File: src/rtl/wwdt_pkg.sv
package wwdt_pkg;
  localparam int CODE_W     = 4;
  localparam int NUM_FIELDS = 2;
  localparam int CFG_W      = CODE_W * NUM_FIELDS;
  localparam int MAX_CODE   = 11;
  localparam int BASE_SHIFT = 3;

  // register select values
  localparam logic ADDR_CTRL = 1'b0;
  localparam logic ADDR_CFG  = 1'b1;

  // control bit positions
  localparam int BIT_EN  = 0;
  localparam int BIT_WIN = 1;
  localparam int BIT_AON = 2;

  // field index inside the configuration register
  localparam int FLD_OPEN   = 0;
  localparam int FLD_CLOSED = 1;

  typedef struct packed {
    logic aon;
    logic win;
    logic en;
  } ctrl_t;

  typedef enum logic [1:0] {
    PH_IDLE   = 2'd0,
    PH_CLOSED = 2'd1,
    PH_OPEN   = 2'd2,
    PH_FIRED  = 2'd3
  } phase_e;
endpackage

File: src/rtl/wwdt_regs.sv
module wwdt_regs
  import wwdt_pkg::*;
#(
  parameter int MAX_C = MAX_CODE
) (
  input  logic             clk,
  input  logic             rst_n,
  input  logic             wr_en_i,
  input  logic             wr_addr_i,
  input  logic [CFG_W-1:0] wr_data_i,
  input  logic [CFG_W-1:0] boot_cfg_i,
  output ctrl_t            ctrl_q,
  output logic [CFG_W-1:0] cfg_q
);

  function automatic logic code_ok(input logic [CODE_W-1:0] c);
    return c <= CODE_W'(MAX_C);
  endfunction

  function automatic logic [CODE_W-1:0] boot_fix(input logic [CODE_W-1:0] c);
    return code_ok(c) ? c : CODE_W'(MAX_C);
  endfunction

  // named write events
  logic ctl_wr, cfg_wr_req, cfg_wr;
  assign ctl_wr     = wr_en_i && (wr_addr_i == ADDR_CTRL);
  assign cfg_wr_req = wr_en_i && (wr_addr_i == ADDR_CFG);
  assign cfg_wr     = cfg_wr_req && !ctrl_q.aon;

  always_ff @(posedge clk) begin
    if (!rst_n) begin
      ctrl_q <= '0;
    end else if (ctl_wr) begin
      ctrl_q.aon <= ctrl_q.aon | wr_data_i[BIT_AON];
      ctrl_q.win <= wr_data_i[BIT_WIN];
      ctrl_q.en  <= wr_data_i[BIT_EN] | wr_data_i[BIT_AON] | ctrl_q.aon;
    end
  end

  for (genvar f = 0; f < NUM_FIELDS; f++) begin : g_field
    logic [CODE_W-1:0] fld_q, wr_f, boot_f;
    logic              take;
    assign wr_f   = wr_data_i[f*CODE_W +: CODE_W];
    assign boot_f = boot_cfg_i[f*CODE_W +: CODE_W];
    assign take   = cfg_wr && code_ok(wr_f);

    always_ff @(posedge clk) begin
      if (!rst_n)    fld_q <= boot_fix(boot_f);
      else if (take) fld_q <= wr_f;
    end

    assign cfg_q[f*CODE_W +: CODE_W] = fld_q;

    // no reserved code is ever stored
    a_r8_field_legal: assert property (@(posedge clk) disable iff (!rst_n)
      code_ok(fld_q));
  end

  // always-on is sticky until reset
  a_r9_aon_sticky: assert property (@(posedge clk) disable iff (!rst_n)
    ctrl_q.aon |=> ctrl_q.aon);

  // configuration frozen while always-on
  a_r9_cfg_frozen: assert property (@(posedge clk) disable iff (!rst_n)
    ctrl_q.aon |=> $stable(cfg_q));

  // enable reads as set while always-on
  a_r9_en_forced: assert property (@(posedge clk) disable iff (!rst_n)
    $rose(ctrl_q.aon) |-> ctrl_q.en);

endmodule

File: src/rtl/wwdt_period.sv
module wwdt_period
  import wwdt_pkg::*;
#(
  parameter int SHIFT = BASE_SHIFT,
  parameter int CNT_W = BASE_SHIFT + MAX_CODE + 1
) (
  input  logic [CODE_W-1:0] code_i,
  output logic [CNT_W-1:0]  ticks_o
);
  // 2^(code+SHIFT) ticks
  function automatic logic [CNT_W-1:0] period_ticks(input logic [CODE_W-1:0] c);
    return CNT_W'(1) << (32'(c) + SHIFT);
  endfunction

  assign ticks_o = period_ticks(code_i);
endmodule

File: src/rtl/wwdt_core.sv
module wwdt_core
  import wwdt_pkg::*;
#(
  parameter int SHIFT = BASE_SHIFT,
  parameter int CNT_W = BASE_SHIFT + MAX_CODE + 1
) (
  input  logic             clk,
  input  logic             rst_n,
  input  logic             tick_i,
  input  logic             clear_i,
  input  ctrl_t            ctrl_i,
  input  logic [CFG_W-1:0] cfg_i,
  output logic             wdt_rst_o,
  output logic             early_o
);

  phase_e            ph_q, ph_d, start_ph;
  logic [CNT_W-1:0]  cnt_q, cnt_d, limit;
  logic [CODE_W-1:0] code_sel;
  logic              early_q;

  // named internal events
  logic run_en, active, last_tick;
  logic ev_bad_clr, ev_good_clr, ev_closed_done, ev_open_done, ev_fire;

  assign run_en   = ctrl_i.en | ctrl_i.aon;
  assign active   = (ph_q == PH_CLOSED) || (ph_q == PH_OPEN);
  assign start_ph = ctrl_i.win ? PH_CLOSED : PH_OPEN;
  assign code_sel = (ph_q == PH_CLOSED) ? cfg_i[FLD_CLOSED*CODE_W +: CODE_W]
                                        : cfg_i[FLD_OPEN*CODE_W +: CODE_W];

  wwdt_period #(.SHIFT(SHIFT), .CNT_W(CNT_W)) u_period (
    .code_i (code_sel),
    .ticks_o(limit)
  );

  assign last_tick      = tick_i && (cnt_q >= limit - CNT_W'(1));
  assign ev_bad_clr     = active && run_en && clear_i && (ph_q == PH_CLOSED);
  assign ev_good_clr    = active && run_en && clear_i && (ph_q == PH_OPEN);
  assign ev_closed_done = active && run_en && !clear_i && last_tick && (ph_q == PH_CLOSED);
  assign ev_open_done   = active && run_en && !clear_i && last_tick && (ph_q == PH_OPEN);
  assign ev_fire        = ev_bad_clr || ev_open_done;

  always_comb begin
    ph_d  = ph_q;
    cnt_d = cnt_q;
    unique case (ph_q)
      PH_IDLE: begin
        if (run_en) begin
          ph_d  = start_ph;
          cnt_d = '0;
        end
      end
      PH_FIRED: begin
        ph_d = PH_FIRED;
      end
      default: begin
        if (!run_en) begin
          ph_d  = PH_IDLE;
          cnt_d = '0;
        end else if (ev_fire) begin
          ph_d = PH_FIRED;
        end else if (ev_good_clr) begin
          ph_d  = start_ph;
          cnt_d = '0;
        end else if (ev_closed_done) begin
          ph_d  = PH_OPEN;
          cnt_d = '0;
        end else if (tick_i) begin
          cnt_d = cnt_q + CNT_W'(1);
        end
      end
    endcase
  end

  always_ff @(posedge clk) begin
    if (!rst_n) begin
      ph_q    <= PH_IDLE;
      cnt_q   <= '0;
      early_q <= 1'b0;
    end else begin
      ph_q    <= ph_d;
      cnt_q   <= cnt_d;
      early_q <= ev_bad_clr;
    end
  end

  assign wdt_rst_o = (ph_q == PH_FIRED);
  assign early_o   = early_q;

  // reset request is sticky
  a_r10_rst_sticky: assert property (@(posedge clk) disable iff (!rst_n)
    wdt_rst_o |=> wdt_rst_o);

  // early fault never without reset request
  a_r6_early_has_rst: assert property (@(posedge clk) disable iff (!rst_n)
    early_o |-> wdt_rst_o);

  // closed-window clear fires on the next clock
  a_r6_closed_clear_fires: assert property (@(posedge clk) disable iff (!rst_n)
    (ph_q == PH_CLOSED) && run_en && clear_i |=> wdt_rst_o && early_o);

  // no tick, no clear, still enabled: counter holds
  a_r2_hold_without_tick: assert property (@(posedge clk) disable iff (!rst_n)
    active && run_en && !tick_i && !clear_i |=> $stable(cnt_q));

  // idle means a zero count and no request
  a_r11_idle_clean: assert property (@(posedge clk) disable iff (!rst_n)
    (ph_q == PH_IDLE) |-> (cnt_q == '0) && !early_o);

endmodule

File: src/rtl/wwdt_top.sv
module wwdt_top
  import wwdt_pkg::*;
#(
  parameter int SHIFT = BASE_SHIFT,
  parameter int MAX_C = MAX_CODE
) (
  input  logic             clk,
  input  logic             rst_n,
  input  logic             tick_i,
  input  logic             clear_i,
  input  logic             wr_en_i,
  input  logic             wr_addr_i,
  input  logic [CFG_W-1:0] wr_data_i,
  input  logic [CFG_W-1:0] boot_cfg_i,
  output logic             wdt_rst_o,
  output logic             early_fault_o,
  output logic [CFG_W-1:0] cfg_o,
  output logic [2:0]       ctrl_o
);
  localparam int CNT_W = SHIFT + MAX_C + 1;

  ctrl_t            ctrl_q;
  logic [CFG_W-1:0] cfg_q;

  wwdt_regs #(.MAX_C(MAX_C)) u_regs (
    .clk       (clk),
    .rst_n     (rst_n),
    .wr_en_i   (wr_en_i),
    .wr_addr_i (wr_addr_i),
    .wr_data_i (wr_data_i),
    .boot_cfg_i(boot_cfg_i),
    .ctrl_q    (ctrl_q),
    .cfg_q     (cfg_q)
  );

  wwdt_core #(.SHIFT(SHIFT), .CNT_W(CNT_W)) u_core (
    .clk      (clk),
    .rst_n    (rst_n),
    .tick_i   (tick_i),
    .clear_i  (clear_i),
    .ctrl_i   (ctrl_q),
    .cfg_i    (cfg_q),
    .wdt_rst_o(wdt_rst_o),
    .early_o  (early_fault_o)
  );

  assign cfg_o  = cfg_q;
  assign ctrl_o = ctrl_q;
endmodule

File: config.mk
export PLATFORM = sky130hd
export DESIGN_NAME = wwdt_top
export DESIGN_NICKNAME = d
export VERILOG_FILES = /design/src/rtl/wwdt_pkg.sv /design/src/rtl/wwdt_regs.sv /design/src/rtl/wwdt_period.sv /design/src/rtl/wwdt_core.sv /design/src/rtl/wwdt_top.sv
export SDC_FILE = /design/constraint.sdc
export NUM_CORES = 1
export LEC_CHECK = 0
export CORE_MARGIN = 5
export CORE_UTILIZATION = 45
export CTS_BUF_LIST = sky130_fd_sc_hd__clkbuf_4 sky130_fd_sc_hd__clkbuf_8
export DETAILED_ROUTE_END_ITERATION = 8
export PLACE_DENSITY = 0.71
export SKIP_CTS_REPAIR_TIMING = 1
export SYNTH_ARGS = -nofsm -noshare
export SYNTH_HDL_FRONTEND = slang
export SYNTH_SLANG_ARGS = --single-unit
File: constraint.sdc
create_clock -name clk -period 4.4 [get_ports clk]
set_input_delay 0.88 -clock clk [delete_from_list [all_inputs] [get_ports clk]]
set_output_delay 0.88 -clock clk [all_outputs]
set_load 0.02 [all_outputs]
==> summary.txt <==
Status
  • Status: complete, no violations

Critical path
  • Worst path buffer plus inverter count: 1
  • CP startpoint kind: flip-flop
  • CP max-delay cell: mux2i_1
  • Crit. End Element: flip-flop
  • Largest stage delay, worst path: 0.62 ns
  • CP startpoint: u_core.ph_q[1]
  • Most used cell, CP: a21oi_1
  • Critical path's top delay family: compound AO/OA/AOI/OAI gates
  • Critical path class: flip-flop to flip-flop
  • CP cell instances: inv_1 -> ha_1 -> mux2i_1 -> o21ai_0 -> a21oi_1 -> ha_1 -> a21o_1 -> a211oi_2 -> o211ai_4 -> a21oi_1 -> o2111ai_1 -> a21oi_1
  • Critical Path Fanout Max: 9
  • CP Data Required Time: 4.60 ns
  • Worst EP arrival: 3.89 ns
  • Reg-to-Reg Start: u_core.ph_q[1]

Timing
  • Final hold slack: 0.511 ns
  • Final setup TNS: 0 ns
  • Tmin final: 3.69 ns
  • Final Hold Vio Count: 0
  • RSZ-0062 raised after global routing: false
  • Period utilization: 83.9%
  • Final setup margin: 0.710 ns
  • F_max: 271 MHz
  • Worst Max-Slew Pin Slew: 0.641 ns
  • Final max-slew violation count: 0
  • Clock Skew: 0.00478 ns
  • Final setup violation count: 0
  • Max-slew headroom at the worst pin: 56.0%

Yosys
  • Post-synthesis compound-gate area fraction: 27.1%
  • Synth Area in Adders: 11.8%
  • Top-area cell type share of the netlist area: 18.8%
  • Commonest cells post-synth: nand2_1 (32), a21oi_1 (21), dfxtp_1 (21), ha_1 (21), o21ai_0 (18)
  • Most area-consuming cells after synthesis: dfxtp_1 (19%), ha_1 (12%), edfxtp_1 (11%)
  • Top FF cell, synth: dfxtp_1
  • Largest family of logic cells by synthesized area: compound AO/OA/AOI/OAI gates
  • Synth Register Bits: 29
  • EDFF count, synth: 8
  • Seq/Total Area, Yosys: 29.6%
  • Xor/xnor share of the synthesized area: 0%
  • Synth warn: 0
  • Syn Inst Count: 262
  • Yosys top cell by area: dfxtp_1
  • Synthesized-area fraction occupied by and/or/nand/nor cells: 24.0%
  • Synth cell types: 57
  • Mean Syn Cell Area: 8.52 µm²
  • Mapped cell area: 2230 µm²
  • Count leader, synth: nand2_1
  • Post-synthesis mux area share: 4.26%
  • Async S/R FF share, synth: 0%

Routing
  • Vias: 2,143
  • Total Routed Length: 5590 µm
  • Iteration-0 DRC Markers: 134
  • First-pass DRT Iterations: 4
  • Drt drc: 0
  • Vias per inst: 5.86
  • Per-cell routed wire length: 15.3 µm
  • Post-route ant nets: 0

Placed design
  • HPWL after DPL: 4140 µm
  • Placed Cells: 358
  • # port buffers: 34
  • Placement Setup Slack: 0.728 ns
  • GP Congestion: 0.824

GRT
  • First-pass GRT wire length: 9430 µm
  • Largest net degree at the start of global routing: 34
  • Antenna violations before repair: 0
  • Total GRT Usage: 18.3%
  • Vias in the first global route: 2,060
  • Total gr overflow: 0

Cells and area
  • Filler instances: 460
  • Final core utilization: 57.2%
  • Final cell count without fillers: 366
  • Fin nets: 341
  • Antenna Cells: 0
  • Layout area overhead: 21.7%
  • Fraction of layout instances using a drive strength above 1: 8.70%

Floorplan
  • Starting Density: 46.9%
  • Core area: 4750 µm²
  • Number of cell rows: 25
  • Die area: 6470 µm²
  • Die H: 80.4 µm
  • Die Span X: 80.4 µm
  • Ports: 35

Hold path
  • Hold Path Origin: u_core.ph_q[1]
  • HP Class: flip-flop to flip-flop

Clock tree
  • Clk Latency, worst-skew pair: 0.28 ns
  • CTS buffer count: 5
  • Max clock buf depth: 2
  • CTS clk-pin slew, worst paths: 0.07 ns
  • CTS tree: built
  • Root Buffer Master: clkbuf_8
  • CTS H-tree lvls: 2
  • # clock sinks: 29

Flow run
  • Maxcap violations: 0

Pwr
  • Total power divided by cell area: 372 nW/µm²
  • VDD IR max: 0.000205 V
  • LEAKAGE: 0.000985 µW
==> power by group <==
group | leakage (µW) | internal (µW) | switching [µW] | total [µW]
logic | 0.000687 | 199 | 282 | 481
clock network | 0.0000482 | 109 | 111 | 221
registers | 0.000250 | 294 | 16.0 | 310
total | 0.000985 | 602 | 410 | 1010
==> per-stage QoR <==
stage | area [µm²] | total power [µW]
floorplan | 2240 | 674
global placement | 2630 | 784
detailed placement | 2630 | 791
CTS | 2720 | 1010
global route | 2720 | 1090
finish | 2720 | 1010
==> metal layers <==
layer  vias to the layer above  wire length (µm)  track usage (%)
li1                       1081                 -                -
met4                         0                45             4.05
met1                       988              2530             22.9
met2                        67              2680             30.9
met3                         7               337             5.38
met5                         -                 0                0
==> cells by family after synthesis <==
group,Yosys count
AND/OR/NAND/NOR,102
AO/OA/AOI/OAI,84
flip-flops,29
adder cells (fa/ha/maj),21
buffers and inverters,16
multiplexers,9
other,1
==> layout make-up <==
class                      count  area (µm²)  area share, %
sequential                    29         661           24.3
clock inverter                 3        16.3          0.599
clock buffer                   5        68.8           2.53
inverter                       8        30.0           1.10
timing repair buffer          35         348           12.8
multi-input combinational    219        1510           55.6
tap                           67        83.8           3.08
==> tightest hold or removal path, cell delays in order (launching register included) <==
cell and delay [ns]:
dfxtp_1 0.34, nand2_1 0.06, mux2i_1 0.06
==> final timing paths <==
path	cells after the start	slack, ns	to
max	12	0.71	u_core.cnt_q[1]
min	2	0.51	u_core.ph_q[1]
max reg2reg	12	0.71	u_core.cnt_q[1]
min reg2reg	2	0.51	u_core.ph_q[1]
==> layout by cell type (no fill, tap or decap), types with 2 or more instances in the layout <==
master and n:
clkdlybuf4s50_1 34, nand2_1 32, a21oi_1 21, ha_1 21
dfxtp_1 21, o21ai_0 18, nor2_1 14, nand3_1 13
nor3_1 9, a32o_1 8, edfxtp_1 8, inv_1 7
o221ai_1 7, nor3b_1 6, mux2i_1 5, nor4_1 5
clkbuf_8 5, mux2_2 4, a31oi_1 3, and2_1 3
nor2b_1 3, a22oi_1 3, o2bb2ai_1 3, conb_1 3
nand2b_1 2, a21o_1 2, a21oi_2 2, and3_1 2
a22o_1 2, a211oi_1 2, nand4_1 2, clkinv_2 2
==> flip-flops by register name (all words and copies together), names as in the netlist <==
register / flops
u_core.cnt_q: 15
u_regs.g_field.fld_q: 8
u_regs.ctrl_q: 3
u_core.ph_q: 2
u_core.early_o: 1
No activity file was read; power rests on OpenSTA's default activity.
